==> config.mk <==
export PLATFORM = sky130hd
export DESIGN_NAME = rename_alloc_unit
export DESIGN_NICKNAME = d
export VERILOG_FILES = /design/src/rtl/rename_pkg.sv /design/src/rtl/rename_free_pool.sv /design/src/rtl/rename_alias_table.sv /design/src/rtl/rename_out_stage.sv /design/src/rtl/rename_alloc_unit.sv
export SDC_FILE = /design/constraint.sdc
export NUM_CORES = 1
export LEC_CHECK = 0
export ABC_AREA = 1
export BUFFER_PORTS_ARGS = -buffer_cell sky130_fd_sc_hd__buf_2
export CORE_MARGIN = 5
export CORE_UTILIZATION = 43
export CTS_CLUSTER_DIAMETER = 100
export CTS_CLUSTER_SIZE = 20
export DETAILED_ROUTE_END_ITERATION = 12
export PLACE_DENSITY = 0.58
export SYNTH_ARGS = -nofsm -noshare
export SYNTH_HDL_FRONTEND = slang
export SYNTH_SLANG_ARGS = --single-unit
export TNS_END_PERCENT = 1
==> constraint.sdc <==
create_clock -name clk -period 14.49 [get_ports clk]
set_clock_uncertainty 0.05 [all_clocks]
set_input_delay 0.7245 -clock clk [delete_from_list [all_inputs] [get_ports clk]]
set_output_delay 0.7245 -clock clk [all_outputs]
set_load 0.05 [all_outputs]
==> src/rtl/rename_pkg.sv <==
package rename_pkg;
  localparam int DEF_NUM_ARCH = 8;
  localparam int DEF_NUM_PHYS = 128;
  localparam int DEF_SEQ_W    = 6;
endpackage

==> src/rtl/rename_free_pool.sv <==
module rename_free_pool #(
  parameter int NUM_PHYS = 128,
  parameter int NUM_ARCH = 8,
  localparam int TAG_W = $clog2(NUM_PHYS),
  localparam int CNT_W = $clog2(NUM_PHYS + 1)
) (
  input  logic             clk,
  input  logic             rst_n,
  input  logic             take,
  output logic [TAG_W-1:0] pick_tag,
  output logic             empty,
  output logic [CNT_W-1:0] count,
  input  logic             give,
  input  logic [TAG_W-1:0] give_tag
);
  logic [NUM_PHYS-1:0] avail_q, avail_d;
  logic [CNT_W-1:0]    cnt_q;

  // lowest-numbered free tag
  always_comb begin
    pick_tag = '0;
    for (int i = NUM_PHYS - 1; i >= 0; i--) begin
      if (avail_q[i]) pick_tag = TAG_W'(i);
    end
  end

  always_comb begin
    avail_d = avail_q;
    if (take) avail_d[pick_tag] = 1'b0;
    if (give) avail_d[give_tag] = 1'b1;
  end

  always_ff @(posedge clk) begin
    if (!rst_n) begin
      for (int i = 0; i < NUM_PHYS; i++) avail_q[i] <= (i >= NUM_ARCH);
      cnt_q <= CNT_W'(NUM_PHYS - NUM_ARCH);
    end else begin
      avail_q <= avail_d;
      cnt_q   <= cnt_q + CNT_W'(give) - CNT_W'(take);
    end
  end

  assign empty = (cnt_q == '0);
  assign count = cnt_q;
endmodule

==> src/rtl/rename_alias_table.sv <==
module rename_alias_table #(
  parameter int NUM_ARCH = 8,
  parameter int TAG_W    = 7,
  parameter int SEQ_W    = 6,
  localparam int ARCH_W = $clog2(NUM_ARCH)
) (
  input  logic              clk,
  input  logic              rst_n,
  input  logic [ARCH_W-1:0] rd_a,
  input  logic [ARCH_W-1:0] rd_b,
  input  logic [ARCH_W-1:0] rd_d,
  output logic [TAG_W-1:0]  tag_a,
  output logic [TAG_W-1:0]  tag_b,
  output logic [TAG_W-1:0]  tag_d,
  output logic [SEQ_W-1:0]  seq_d,
  input  logic              wr_en,
  input  logic [ARCH_W-1:0] wr_arch,
  input  logic [TAG_W-1:0]  wr_tag
);
  logic [TAG_W-1:0] map_w [NUM_ARCH];
  logic [SEQ_W-1:0] seq_w [NUM_ARCH];

  for (genvar g = 0; g < NUM_ARCH; g++) begin : g_ent
    logic [TAG_W-1:0] ent_tag;
    logic [SEQ_W-1:0] ent_seq;
    always_ff @(posedge clk) begin
      if (!rst_n) begin
        ent_tag <= TAG_W'(g);
        ent_seq <= '0;
      end else if (wr_en && wr_arch == ARCH_W'(g)) begin
        ent_tag <= wr_tag;
        ent_seq <= ent_seq + 1'b1;
      end
    end
    assign map_w[g] = ent_tag;
    assign seq_w[g] = ent_seq;
  end

  // reads see the table before this cycle's write
  assign tag_a = map_w[rd_a];
  assign tag_b = map_w[rd_b];
  assign tag_d = map_w[rd_d];
  assign seq_d = seq_w[rd_d];
endmodule

==> src/rtl/rename_out_stage.sv <==
module rename_out_stage #(
  parameter int W = 8
) (
  input  logic         clk,
  input  logic         rst_n,
  input  logic         ld_valid,
  input  logic [W-1:0] ld_data,
  output logic         can_load,
  output logic         q_valid,
  input  logic         q_ready,
  output logic [W-1:0] q_data
);
  assign can_load = !q_valid || q_ready;

  always_ff @(posedge clk) begin
    if (!rst_n) begin
      q_valid <= 1'b0;
      q_data  <= '0;
    end else if (ld_valid && can_load) begin
      q_valid <= 1'b1;
      q_data  <= ld_data;
    end else if (q_ready) begin
      q_valid <= 1'b0;
    end
  end
endmodule

==> src/rtl/rename_alloc_unit.sv <==
module rename_alloc_unit
  import rename_pkg::*;
#(
  parameter int NUM_ARCH = DEF_NUM_ARCH,
  parameter int NUM_PHYS = DEF_NUM_PHYS,
  parameter int SEQ_W    = DEF_SEQ_W,
  localparam int ARCH_W = $clog2(NUM_ARCH),
  localparam int TAG_W  = $clog2(NUM_PHYS),
  localparam int CNT_W  = $clog2(NUM_PHYS + 1),
  localparam int PAY_W  = 4 * TAG_W + 1 + SEQ_W
) (
  input  logic              clk,
  input  logic              rst_n,
  input  logic              in_valid,
  output logic              in_ready,
  input  logic [ARCH_W-1:0] in_src_a,
  input  logic [ARCH_W-1:0] in_src_b,
  input  logic [ARCH_W-1:0] in_dst,
  input  logic              in_dst_en,
  output logic              out_valid,
  input  logic              out_ready,
  output logic [TAG_W-1:0]  out_src_a_tag,
  output logic [TAG_W-1:0]  out_src_b_tag,
  output logic [TAG_W-1:0]  out_dst_tag,
  output logic [TAG_W-1:0]  out_old_tag,
  output logic              out_dst_en,
  output logic [SEQ_W-1:0]  out_seq,
  input  logic              rel_valid,
  input  logic [TAG_W-1:0]  rel_tag
);
  logic             accept, take, pool_empty, slot_free;
  logic [TAG_W-1:0] new_tag, tag_a, tag_b, tag_d;
  logic [SEQ_W-1:0] seq_d;
  logic [CNT_W-1:0] pool_cnt;
  logic [PAY_W-1:0] pay_d, pay_q;

  assign in_ready = slot_free && (!pool_empty || !in_dst_en);
  assign accept   = in_valid && in_ready;
  assign take     = accept && in_dst_en;

  rename_free_pool #(.NUM_PHYS(NUM_PHYS), .NUM_ARCH(NUM_ARCH)) u_pool (
    .clk(clk), .rst_n(rst_n), .take(take), .pick_tag(new_tag),
    .empty(pool_empty), .count(pool_cnt), .give(rel_valid), .give_tag(rel_tag)
  );

  rename_alias_table #(.NUM_ARCH(NUM_ARCH), .TAG_W(TAG_W), .SEQ_W(SEQ_W)) u_rat (
    .clk(clk), .rst_n(rst_n), .rd_a(in_src_a), .rd_b(in_src_b), .rd_d(in_dst),
    .tag_a(tag_a), .tag_b(tag_b), .tag_d(tag_d), .seq_d(seq_d),
    .wr_en(take), .wr_arch(in_dst), .wr_tag(new_tag)
  );

  always_comb begin
    if (in_dst_en)
      pay_d = {tag_a, tag_b, new_tag, tag_d, 1'b1, seq_d + 1'b1};
    else
      pay_d = {tag_a, tag_b, {TAG_W{1'b0}}, {TAG_W{1'b0}}, 1'b0, {SEQ_W{1'b0}}};
  end

  rename_out_stage #(.W(PAY_W)) u_out (
    .clk(clk), .rst_n(rst_n), .ld_valid(in_valid && in_ready), .ld_data(pay_d),
    .can_load(slot_free), .q_valid(out_valid), .q_ready(out_ready), .q_data(pay_q)
  );

  assign {out_src_a_tag, out_src_b_tag, out_dst_tag, out_old_tag, out_dst_en, out_seq} = pay_q;
endmodule

==> results of run 1 <==
## registers in the layout, indices dropped and copies added (netlist names)
| name | cells |
|---|---|
| u_out.q_valid | 1 |
| u_rat.g_ent.ent_tag | 56 |
| u_out.q_data | 35 |
| u_pool.count | 8 |
| u_rat.g_ent.ent_seq | 48 |
| u_pool.avail_q | 128 |
## Yosys cell counts (2+ instances only)
cell type / instances / area (sq um)
o21ai_1: 85 / 425
a211oi_1: 31 / 233
nor2_1: 195 / 732
a221oi_1: 2 / 17.5
a22oi_1: 13 / 97.6
ha_1: 20 / 250
a31oi_1: 16 / 100
buf_2: 3 / 15.0
inv_2: 2 / 7.51
o21bai_1: 6 / 45.0
nor4_1: 18 / 113
nand2_1: 403 / 1510
o31ai_1: 4 / 30.0
buf_4: 2 / 15.0
nand4_1: 14 / 87.6
and3_1: 2 / 12.5
nor3_1: 63 / 315
clkbuf_1: 91 / 342
nor3_2: 3 / 30.0
inv_1: 280 / 1050
dfxtp_1: 276 / 5530
nand2_2: 4 / 25.0
clkinv_1: 4 / 15.0
o221ai_1: 3 / 26.3
clkbuf_2: 4 / 20.0
a21oi_1: 292 / 1460
xor2_1: 5 / 43.8
buf_1: 3 / 11.3
o2111ai_1: 5 / 43.8
nand3_1: 40 / 200
o211ai_1: 3 / 22.5
a41oi_1: 8 / 70.1
o21ai_0: 216 / 1080
o22ai_1: 14 / 87.6
## kinds of logic (layout without fill, tap and decap cells)
family / count (synthesis) / after routing / share of synthesized area
buffers and inverters: 389 / 382 / 0.104
adders and majority gates: 21 / 21 / 0.0191
DFF: 276 / 276 / 0.390
and+or+nand+nor: 747 / 747 / 0.217
AOI/OAI and AO/OA: 703 / 703 / 0.267
xor gates and xnor gates: 6 / 6 / 0.00371
## worst max-delay path: cells and delay by family, from the launching register on
| kind | cells | cell delay [ns] |
|---|---|---|
| compound gates | 2 | 0.51 |
| buf+inv | 1 | 0.06 |
| flops | 1 | 0.37 |
| simple gates | 120 | 6.47 |
## power breakdown
part | internal [uW] | switching [uW]
logic | 59.9 | 146
registers | 776 | 10.8
clock network | 223 | 268
## area by class of cell
class | instances | area, sq um | share of cell area
Clock inverter | 1 | 8.76 | 0.000573
Inverter | 286 | 1080 | 0.0706
Timing Repair Buffer | 76 | 425 | 0.0278
Multi-Input combinational cell | 1477 | 7230 | 0.473
Sequential cell | 276 | 5530 | 0.362
Tap cell | 442 | 553 | 0.0362
Clock buffer | 19 | 453 | 0.0296
## worst max-delay path by stage
stage,start,to,slack (ns),cells past startpoint
3_3_place_gp,u_pool.avail_q[126]$_SDFF_PN1_,u_pool.avail_q[7]$_SDFF_PN0_,6.78,124
3_5_place_dp,u_pool.avail_q[125]$_SDFF_PN1_,u_pool.avail_q[7]$_SDFF_PN0_,6.77,123
4_1_cts,u_pool.avail_q[125]$_SDFF_PN1_,u_pool.avail_q[7]$_SDFF_PN0_,6.73,123
6_report,u_pool.avail_q[125]$_SDFF_PN1_,u_pool.avail_q[7]$_SDFF_PN0_,6.83,123
2_1_floorplan,u_pool.avail_q[126]$_SDFF_PN1_,u_pool.avail_q[82]$_SDFF_PN1_,8.33,126
5_1_grt,u_pool.avail_q[127]$_SDFF_PN1_,u_pool.avail_q[1]$_SDFF_PN0_,5.31,123
## cells in the final DEF (no fill, tap or decap), types with 20 or more instances in the layout
cell type  count
nor2_1       194
nand3_1       40
nor3_1        63
a21oi_1      292
ha_1          20
nand2_1      402
a211oi_1      31
dfxtp_1      276
o21ai_0      216
o21ai_1       85
inv_1        279
buf_2         58
## metal layers
layer	vias up	part of all wire	wire (um)	track usage
met5	-	0	0	0
met4	0	0.025	1150	0.0671
met3	71	0.047	2170	0.0242
met2	364	0.48	22200	0.427
met1	6550	0.44	20500	0.329
li1	7115	-	-	-
## through the flow
step                      power (uW)  hold WS, ns  area (sq um)   util
after floorplan                  951        0.373         14200      -
after global placement          1000        0.387         14800  0.455
after detailed placement        1010        0.400         14800  0.455
after CTS                       1500        0.416         15300  0.470
after global routing            1550        0.428         15300  0.470
final                           1480        0.414         15300  0.470
==> metrics.md, run 1 <==
| Metric | Value |
|---|---|
| Status | `complete, no violations` |
| Number of synthesized register bits | `276` |
| Clk sink count | `~280` |
| Finished Layout Cells | `about 2600` |
| Fin. max-slew vios | `0` |
| CTS buffer count | `17` |
| Layout area overhead | `7.74%` |
| Max Cap Viol | `0` |
| Worst VDD drop | `0.0739 mV` |
| Final Hold Fails | `0` |
| Global-route usage over all layers | `0.246` |
| Wire length of the first global-routing pass | `72900 um` |
| CP most frequent cell | `nand2_1` |
| EDFF count, synth | `0` |
| Worst EP required | `14.81 ns` |
| Worst-skew pair later-pin latency | `0.53 ns` |
| # IOs | `59` |
| CP Capture Type | `flip-flop` |
| GR Overflow Total | `0` |
| Pre-CTS WS | `6.77 ns` |
| CP max stage delay | `0.81 ns` |
| First DRT Iteration DRCs | `1209` |
| Share of flip-flops with an asynchronous set or reset | `0` |
| Post-Route Setup TNS | `0 ns` |
| Clock-pin slew on the worst setup and hold paths | `about 0.090 ns` |
| Die Area | `36700 sq um` |
| DR DRC count | `0` |
| Routed vias | `14100` |
| CTS tree | `built` |
| CP max stage cell | `nand4_1` |
| Layout cells sized above 1 | `0.0553` |
| Detailed Place HPWL | `around 31000 um` |
| Seq/Total Area, Yosys | `0.390` |
| I/O Buffers | `58` |
| Vias per cell | `approximately 5.5` |
| CP max FO | `15` |
| PnR worst setup slack | `6.83 ns` |
| Antenna cells | `0` |
| Synth unique cells | `46` |
| Netlist Area Pre-Place | `14200 sq um` |
| Post-Syn Area per Cell | `6.62 sq um` |
| Synth Flop Type | `dfxtp_1` |
| FMAX | `0.131 GHz` |
| Fin nets | `between 2000 and 2500` |
| P per Cell Area | `97.1 nW/um^2` |
| Cells after Synth | `~2100` |
| Core box area | `32500 sq um` |
| Pre-antenna DRT Iters | `5` |
| RSZ-0062 raised after global routing | `false` |
| Cell Rows | `66` |
| Lkg Pwr | `between 0.006 and 0.007 uW` |
| Final min period | `~7.7 ns` |
| Max Buffers Root-to-Sink | `3` |
| R2R setup slack | `6.83 ns` |
| Die Y | `192 um` |
| Initial antenna violation count | `0` |
| Slew @ Worst Pin | `1.04 ns` |
| Vias in the first global route | `about 13000` |
| Crit share post-route | `0.529` |
| Maximum level of the CTS H-tree | `1` |
| Largest net degree at the start of global routing | `103` |
| WHS Path Cells | `1` |
| Final wirelength | `46000 um` |
| Final setup violation count | `0` |
| WL per Instance | `roughly 18 um` |
| Gpl congestion | `0.903` |
| Reg-to-Reg Start | `u_pool.avail_q[125]$_SDFF_PN1_` |
| Starting density of the core | `0.436` |
| PostCTS Resize Cnt | `0` |
| HP Class | `flip-flop to flip-flop` |
| Hold endpoint | `u_rat.g_ent[2].ent_seq[5]$_SDFFE_PN0P_` |
| Setup Crit Path Kind | `flip-flop to flip-flop` |
| Setup bufs post-CTS | `0` |
| Remaining antenna violation count | `0` |
| CP Launch Type | `flip-flop` |
| HP Start | `u_rat.g_ent[2].ent_seq[5]$_SDFFE_PN0P_` |
| # hold bufs at CTS | `0` |
| Yosys Warn Count | `0` |
| Synthesized Nets | `2185` |
| Clock root cell | `clkbuf_16` |
| Die width | `192 um` |
| Reg2reg end | `u_pool.avail_q[7]$_SDFF_PN0_` |
| Fillers | `3481` |
| CP arrival | `between 7 and 8 ns` |
| Rel. slew slack | `0.302` |
| Placed cell count | `2557` |
| Reg2reg path depth | `123` |
(Power assumes the default switching activity.)
==> inputs of run 2 (changes only) <==
==> constraint.sdc (replaced) <==
create_clock -name clk -period 7.6 [get_ports clk]
set_clock_uncertainty 0.05 [all_clocks]
set_input_delay 0.38 -clock clk [delete_from_list [all_inputs] [get_ports clk]]
set_output_delay 0.38 -clock clk [all_outputs]
set_load 0.05 [all_outputs]
==> run 2 against run 1 <==
- register-to-register slack got worse by 6.2 ns
- worst hold slack got worse by 0.34 ns
- via count increased by 2.3%
- first-iteration DRC count decreased by 6.8%
- critical path depth increased by 2
- sequential share of layout area decreased by 0.66 points
- wire length increased by 2.7%
- critical endpoint is now u_pool.avail_q[1]$_SDFF_PN0_
- highest routed layer unchanged
==> metrics.md, run 2 (synthesized netlist as in run 1, its figures left out) <==
| Metric | Value |
|---|---|
| Status | `complete, no violations` |
| Clock-pin slew on the worst setup and hold paths | `0.08 ns (about the same)` |
| Worst-skew pair later-pin latency | `0.53 ns (about the same)` |
| DP Area | `14900 sq um (+0.35%)` |
| CP arrival | `7.26 ns (-0.72 ns)` |
| Fillers | `3457 (-0.69%)` |
| CP most frequent cell | `nand2_1` |
| FMAX | `0.144 GHz (+10%)` |
| Maximum level of the CTS H-tree | `1 (unchanged)` |
| Final min period | `6.94 ns (-0.719 ns)` |
| Layout area overhead | `9.81%` |
| Global-route usage over all layers | `0.248 (+0.00186)` |
| Max Buffers Root-to-Sink | `3 (unchanged)` |
| Final Hold Fails | `0 (unchanged)` |
| R2R setup slack | `0.66 ns (-6.17 ns)` |
| Rel. slew slack | `0.239 (-0.0625)` |
| Layout cells sized above 1 | `0.0764 (+0.0211)` |
| Die width | `192 um (unchanged)` |
| Top flop regs | `u_pool.avail_q (128), u_rat.g_ent.ent_tag (56), u_rat.g_ent.ent_seq (48)` |
| Clock root cell | `clkbuf_16` |
| Remaining antenna violation count | `0 (unchanged)` |
| Slew @ Worst Pin | `1.14 ns (+0.0926 ns)` |
| Reg2reg path depth | `125 (+1.6%)` |
| Vias in the first global route | `13400 (+0.62%)` |
| Core box area | `32500 sq um (unchanged)` |
| First DRT Iteration DRCs | `1127 (-6.8%)` |
| Worst VDD drop | `0.134 mV (+81%)` |
| Final Cell Area | `15600 sq um (+1.9%)` |
| Largest net degree at the start of global routing | `100 (-2.9%)` |
| Reg-to-Reg Start | `u_pool.avail_q[126]$_SDFF_PN1_` |
| # IOs | `59 (unchanged)` |
| Hold endpoint | `u_out.q_valid$_SDFFE_PN0P_` |
| CP max FO | `7 (-8)` |
| Gpl congestion | `0.951 (+5.3%)` |
| Fin. max-slew vios | `0 (unchanged)` |
| I/O Buffers | `58 (unchanged)` |
| RSZ-0062 raised after global routing | `true` |
| Commonest non-fill, non-tap cell in the layout | `nand2_1` |
| CP Capture Type | `flip-flop` |
| P per Cell Area | `181 nW/um^2 (+87%)` |
| Final setup violation count | `0 (unchanged)` |
| Vias per cell | `5.57 (+1.8%)` |
| CP max stage cell | `dfxtp_2` |
| HP Start | `out_ready` |
| CP max stage delay | `0.33 ns (-0.48 ns)` |
| Largest register FFs | `128 (unchanged)` |
| Clk sink count | `276 (unchanged)` |
| Fin nets | `2190 (+0.60%)` |
| Worst EP required | `7.92 ns (-6.89 ns)` |
| Die Area | `36700 sq um (unchanged)` |
| GR Overflow Total | `0 (unchanged)` |
| Cell Rows | `66 (unchanged)` |
| CTS tree | `built` |
| Detailed Place HPWL | `31400 um (about the same)` |
| Finished Layout Cells | `2590 (+0.50%)` |
| Most frequent cells in the layout | `401 x nand2_1, 292 x a21oi_1, 279 x inv_1` |
| Final wirelength | `47200 um (+2.7%)` |
| Setup Crit Path Kind | `flip-flop to flip-flop` |
| Lkg Pwr | `0.00647 uW (+1.5%)` |
| Reg2reg end | `u_pool.avail_q[1]$_SDFF_PN0_` |
| Placed cell count | `2564 (+0.27%)` |
| Crit share post-route | `0.913 (+0.385)` |
| Pre-antenna DRT Iters | `5 (unchanged)` |
| CTS buffer count | `17 (unchanged)` |
| Reg with most FFs | `u_pool.avail_q` |
| # hold bufs at CTS | `0 (unchanged)` |
| CP Launch Type | `flip-flop` |
| WL per Instance | `18.2 um (+2.2%)` |
| WHS Path Cells | `4 (+3)` |
| Die Y | `192 um (unchanged)` |
| Routed vias | `14400 (+2.3%)` |
| Starting density of the core | `0.436 (unchanged)` |
| Antenna cells | `0 (unchanged)` |
| Wire length of the first global-routing pass | `73000 um (about the same)` |
| Max Cap Viol | `0 (unchanged)` |
| DR DRC count | `0 (unchanged)` |
| HP Class | `input pin to flip-flop` |
| Initial antenna violation count | `0 (unchanged)` |
run 2: cell count changes in the layout (fill, tap and decap cells not counted), sizes merged:
cell    before  now
buf         76   88
clkbuf      19   18
clkinv       4    5
nand3       41   42
run 2: worst max-delay path by stage:
stage | start | to | slack, ns
finish | u_pool.avail_q[126]$_SDFF_PN1_ | u_pool.avail_q[1]$_SDFF_PN0_ | 0.66
global route | u_pool.avail_q[126]$_SDFF_PN1_ | u_pool.avail_q[1]$_SDFF_PN0_ | -0.62
CTS | u_pool.avail_q[126]$_SDFF_PN1_ | u_pool.avail_q[46]$_SDFF_PN1_ | 0.35
detailed placement | u_pool.avail_q[126]$_SDFF_PN1_ | u_pool.avail_q[46]$_SDFF_PN1_ | 0.41
global placement | u_pool.avail_q[126]$_SDFF_PN1_ | u_pool.avail_q[46]$_SDFF_PN1_ | 0.41
floorplan | u_pool.avail_q[126]$_SDFF_PN1_ | u_pool.avail_q[82]$_SDFF_PN1_ | 1.44
run 2: cell type report:
type                            instances  area, sq um  share of cell area
Timing Repair Buffer                   88          531              0.0341
Clock inverter                          2         13.8            0.000884
Clock buffer                           18          429              0.0276
Multi-Input combinational cell       1478         7440               0.478
Inverter                              286         1080              0.0693
Sequential cell                       276         5530               0.355
Tap cell                              442          553              0.0355
run 2: power breakdown:
part	total, uW	leakage (uW)	switching, uW	internal [uW]
Sequential	1500	0.00224	20.5	1480
Clock	921	0.000219	514	407
Combinational	403	0.00401	285	118
run 2: worst max-delay path, delay by kind of cell (launching register included):
kind	cells	cell delay, ns
compound gates	2	0.21
flops	1	0.33
simple gates	121	5.91
buf+inv	2	0.27
run 2: what timing repair did:
action / CTS / global route
buffers inserted: 0 / 5
gates resized for setup: 0 / 56
setup endpoints to repair: 0 / 136
run 2: layer usage:
metal | vias to the layer above | track usage | routed length, um | share of wire
met3 | 92 | 0.0264 | 2720 | 0.058
met5 | - | 0 | 0 | 0
met1 | 6732 | 0.324 | 20400 | 0.43
met2 | 461 | 0.436 | 22700 | 0.48
met4 | 0 | 0.0713 | 1480 | 0.031
li1 | 7144 | - | - | -
run 2: per-stage QoR:
stage                util  worst slack (ns)  TNS (ns)  power, uW  hold slack (ns)
floorplan               -              1.44         0       1810            0.373
global placement    0.457             0.407         0       1920            0.392
detailed placement  0.457             0.412         0       1920            0.394
CTS                 0.471             0.354         0       2830           0.0651
global route        0.479            -0.616    -65.92       2940           0.0975
finish              0.479             0.658         0       2820           0.0756
==> inputs of run 3 (changes only) <==
--- a/config.mk
+++ b/config.mk
@@ -7,6 +7,7 @@
 export LEC_CHECK = 0
 export ABC_AREA = 1
 export BUFFER_PORTS_ARGS = -buffer_cell sky130_fd_sc_hd__buf_2
+export CORE_ASPECT_RATIO = 1.75
 export CORE_MARGIN = 5
 export CORE_UTILIZATION = 43
 export CTS_CLUSTER_DIAMETER = 100
==> run 3 against run 2 <==
- worst hold slack better by 0.0032 ns
- die area is 0.39% higher
- first-iteration DRC count shrank 5.2%
- non-clock buffer count increased by 2
- global-route usage up 2.0 points
- combinational power about the same
- count of clock-buffer cells in the layout fell by 1
- clock power rose by 2.9%
- largest power group unchanged
- worst setup slack worse by 0.19 ns
- sequential cell count did not move
- design area shrank 0.47%
- via count rose by 0.34%
==> metrics.md, run 3 (synthesized netlist as in run 1, its figures left out) <==
| Metric | Value |
|---|---|
| Status | `complete, no violations` |
| Pint | `2030 uW (+1.5%)` |
| Vias in the first global route | `14100 (+5.9%)` |
| CP most frequent cell | `nand2_1` |
| Routed vias | `14500 (+0.34%)` |
| Setup Crit Path Kind | `flip-flop to flip-flop` |
| Max Cap Viol | `0 (unchanged)` |
| Clk sink count | `276 (unchanged)` |
| Fin nets | `2191 (+0.046%)` |
| Commonest non-fill, non-tap cell in the layout | `nand2_1` |
| Maximum level of the CTS H-tree | `1 (unchanged)` |
| CP arrival | `7.44 ns (+0.18 ns)` |
| Clock share of power | `0.332 (+0.006)` |
| Worst EP required | `7.91 ns (about the same)` |
| # IOs | `59 (unchanged)` |
| Rel. slew slack | `0.206 (-0.0329)` |
| GR Overflow Total | `0 (unchanged)` |
| CP max stage delay | `0.34 ns (about the same)` |
| RSZ-0062 raised after global routing | `true` |
| Total power | `2860 uW (+1.1%)` |
| Reg with most FFs | `u_pool.avail_q` |
| Wire length of the first global-routing pass | `78000 um (+6.9%)` |
| CTS buffer count | `17 (unchanged)` |
| Final wirelength | `51100 um (+8.1%)` |
| Final setup violation count | `0 (unchanged)` |
| Starting density of the core | `0.432 (-0.00366)` |
| Vias per cell | `5.67 (+1.8%)` |
| Die Area | `36900 sq um (+0.39%)` |
| Global-route usage over all layers | `0.268 (+0.0197)` |
| Pre-antenna DRT Iters | `5 (unchanged)` |
| Clock root cell | `clkbuf_16` |
| Gpl congestion | `0.930 (-2.2%)` |
| Largest net degree at the start of global routing | `95 (-5.0%)` |
| Lkg Pwr | `0.00646 uW (about the same)` |
| Remaining antenna violation count | `0 (unchanged)` |
| First DRT Iteration DRCs | `1068 (-5.2%)` |
| WL per Instance | `20.0 um (+9.7%)` |
| # hold bufs at CTS | `0 (unchanged)` |
| Worst-skew pair later-pin latency | `0.53 ns (about the same)` |
| Slew @ Worst Pin | `1.19 ns (+0.0491 ns)` |
| Fillers | `3438 (-0.55%)` |
| DR DRC count | `0 (unchanged)` |
| Max Buffers Root-to-Sink | `3 (unchanged)` |
| HP Class | `input pin to flip-flop` |
| CP max stage cell | `dfxtp_2` |
| Layout area overhead | `9.30%` |
| Largest register FFs | `128 (unchanged)` |
| FMAX | `0.140 GHz (-2.6%)` |
| Core box area | `32800 sq um (+0.85%)` |
| Cell Rows | `88 (+33%)` |
| P per Cell Area | `184 nW/um^2 (+1.6%)` |
| Most frequent cells in the layout | `397 x nand2_1, 292 x a21oi_1, 278 x inv_1` |
| Clock-pin slew on the worst setup and hold paths | `0.09 ns (about the same)` |
| Top flop regs | `u_pool.avail_q (128), u_rat.g_ent.ent_tag (56), u_rat.g_ent.ent_seq (48)` |
| Final Hold Fails | `0 (unchanged)` |
| Final min period | `7.13 ns (+0.188 ns)` |
| CP Launch Type | `flip-flop` |
| NetSw | `821 uW (+0.20%)` |
| Comb pwr share | `0.142 (about the same)` |
| Switching Share | `0.287 (-0.00272)` |
| I/O Buffers | `58 (unchanged)` |
| DP Area | `14900 sq um (+0.19%)` |
| Antenna cells | `0 (unchanged)` |
| Initial antenna violation count | `0 (unchanged)` |
| Die Y | `250 um (+31%)` |
| Seq pwr share | `0.526 (-0.005)` |
| Die width | `147 um (-23%)` |
| Crit share post-route | `0.938 (+0.0247)` |
| Worst VDD drop | `0.167 mV (+25%)` |
| Detailed Place HPWL | `35900 um (+14%)` |
| CP max FO | `8 (+1)` |
| Final Cell Area | `15500 sq um (-0.47%)` |
| CP Capture Type | `flip-flop` |
| CTS tree | `built` |
| Fin. max-slew vios | `0 (unchanged)` |
| Layout cells sized above 1 | `0.0717 (-0.00462)` |
run 3: worst paths after layout:
check | startpoint | endpoint | slack, ns | cells past startpoint
max | u_pool.avail_q[126]$_SDFF_PN1_ | u_pool.avail_q[3]$_SDFF_PN0_ | 0.47 | 125
min | out_ready | u_out.q_valid$_SDFFE_PN0P_ | 0.08 | 4
max reg2reg | u_pool.avail_q[126]$_SDFF_PN1_ | u_pool.avail_q[3]$_SDFF_PN0_ | 0.47 | 125
min reg2reg | u_pool.avail_q[31]$_SDFF_PN1_ | u_pool.avail_q[31]$_SDFF_PN1_ | 0.41 | 2
run 3: worst max-delay path, delay by kind of cell, from the launching register on:
family | cells | cell delay [ns]
compound gates | 2 | 0.20
buf+inv | 2 | 0.28
simple gates | 121 | 6.09
flops | 1 | 0.34
run 3: final cells by class:
type                    instances  area (sq um)  share of cell area
clock buffers                  17           425              0.0274
repair buffers                 90           593              0.0383
well taps                     405           507              0.0327
flip-flops and latches        276          5530               0.357
inverters                     286          1080              0.0696
clock inverters                 1          30.0             0.00194
multi-input cells            1477          7340               0.473
run 3: stage by stage:
| step | util | setup WS (ns) | hold slack (ns) | TNS (ns) | instances |
|---|---|---|---|---|---|
| after floorplan | - | 1.44 | 0.373 | 0 | 2142 |
| after global placement | 0.454 | 0.346 | 0.391 | 0 | 2534 |
| after detailed placement | 0.454 | 0.393 | 0.394 | 0 | 2534 |
| after CTS | 0.468 | 0.362 | 0.0657 | 0 | 2552 |
| after global routing | 0.472 | -0.821 | 0.102 | -95.05 | 2552 |
| final | 0.472 | 0.471 | 0.0788 | 0 | 2552 |
run 3: what timing repair did:
action                                  CTS  global route
resized for setup                         0            46
buffers inserted                          0             0
endpoints found under the setup margin    0           136
run 3: routing by layer:
metal,GRT usage,wire length [um],up-vias
li1,-,-,7132
met2,0.519,27500,413
met5,0,0,-
met4,0.154,3050,0
met1,0.274,18500,6791
met3,0.0257,2010,142
run 3: power by group through the flow:
stage / clock network [uW] / logic, uW / registers [uW]
finish: 948 / 406 / 1500
floorplan: 0 / 253 / 1560
CTS: 975 / 401 / 1500
global placement: 0 / 394 / 1530
detailed placement: 0 / 399 / 1540
global route: 1010 / 450 / 1500
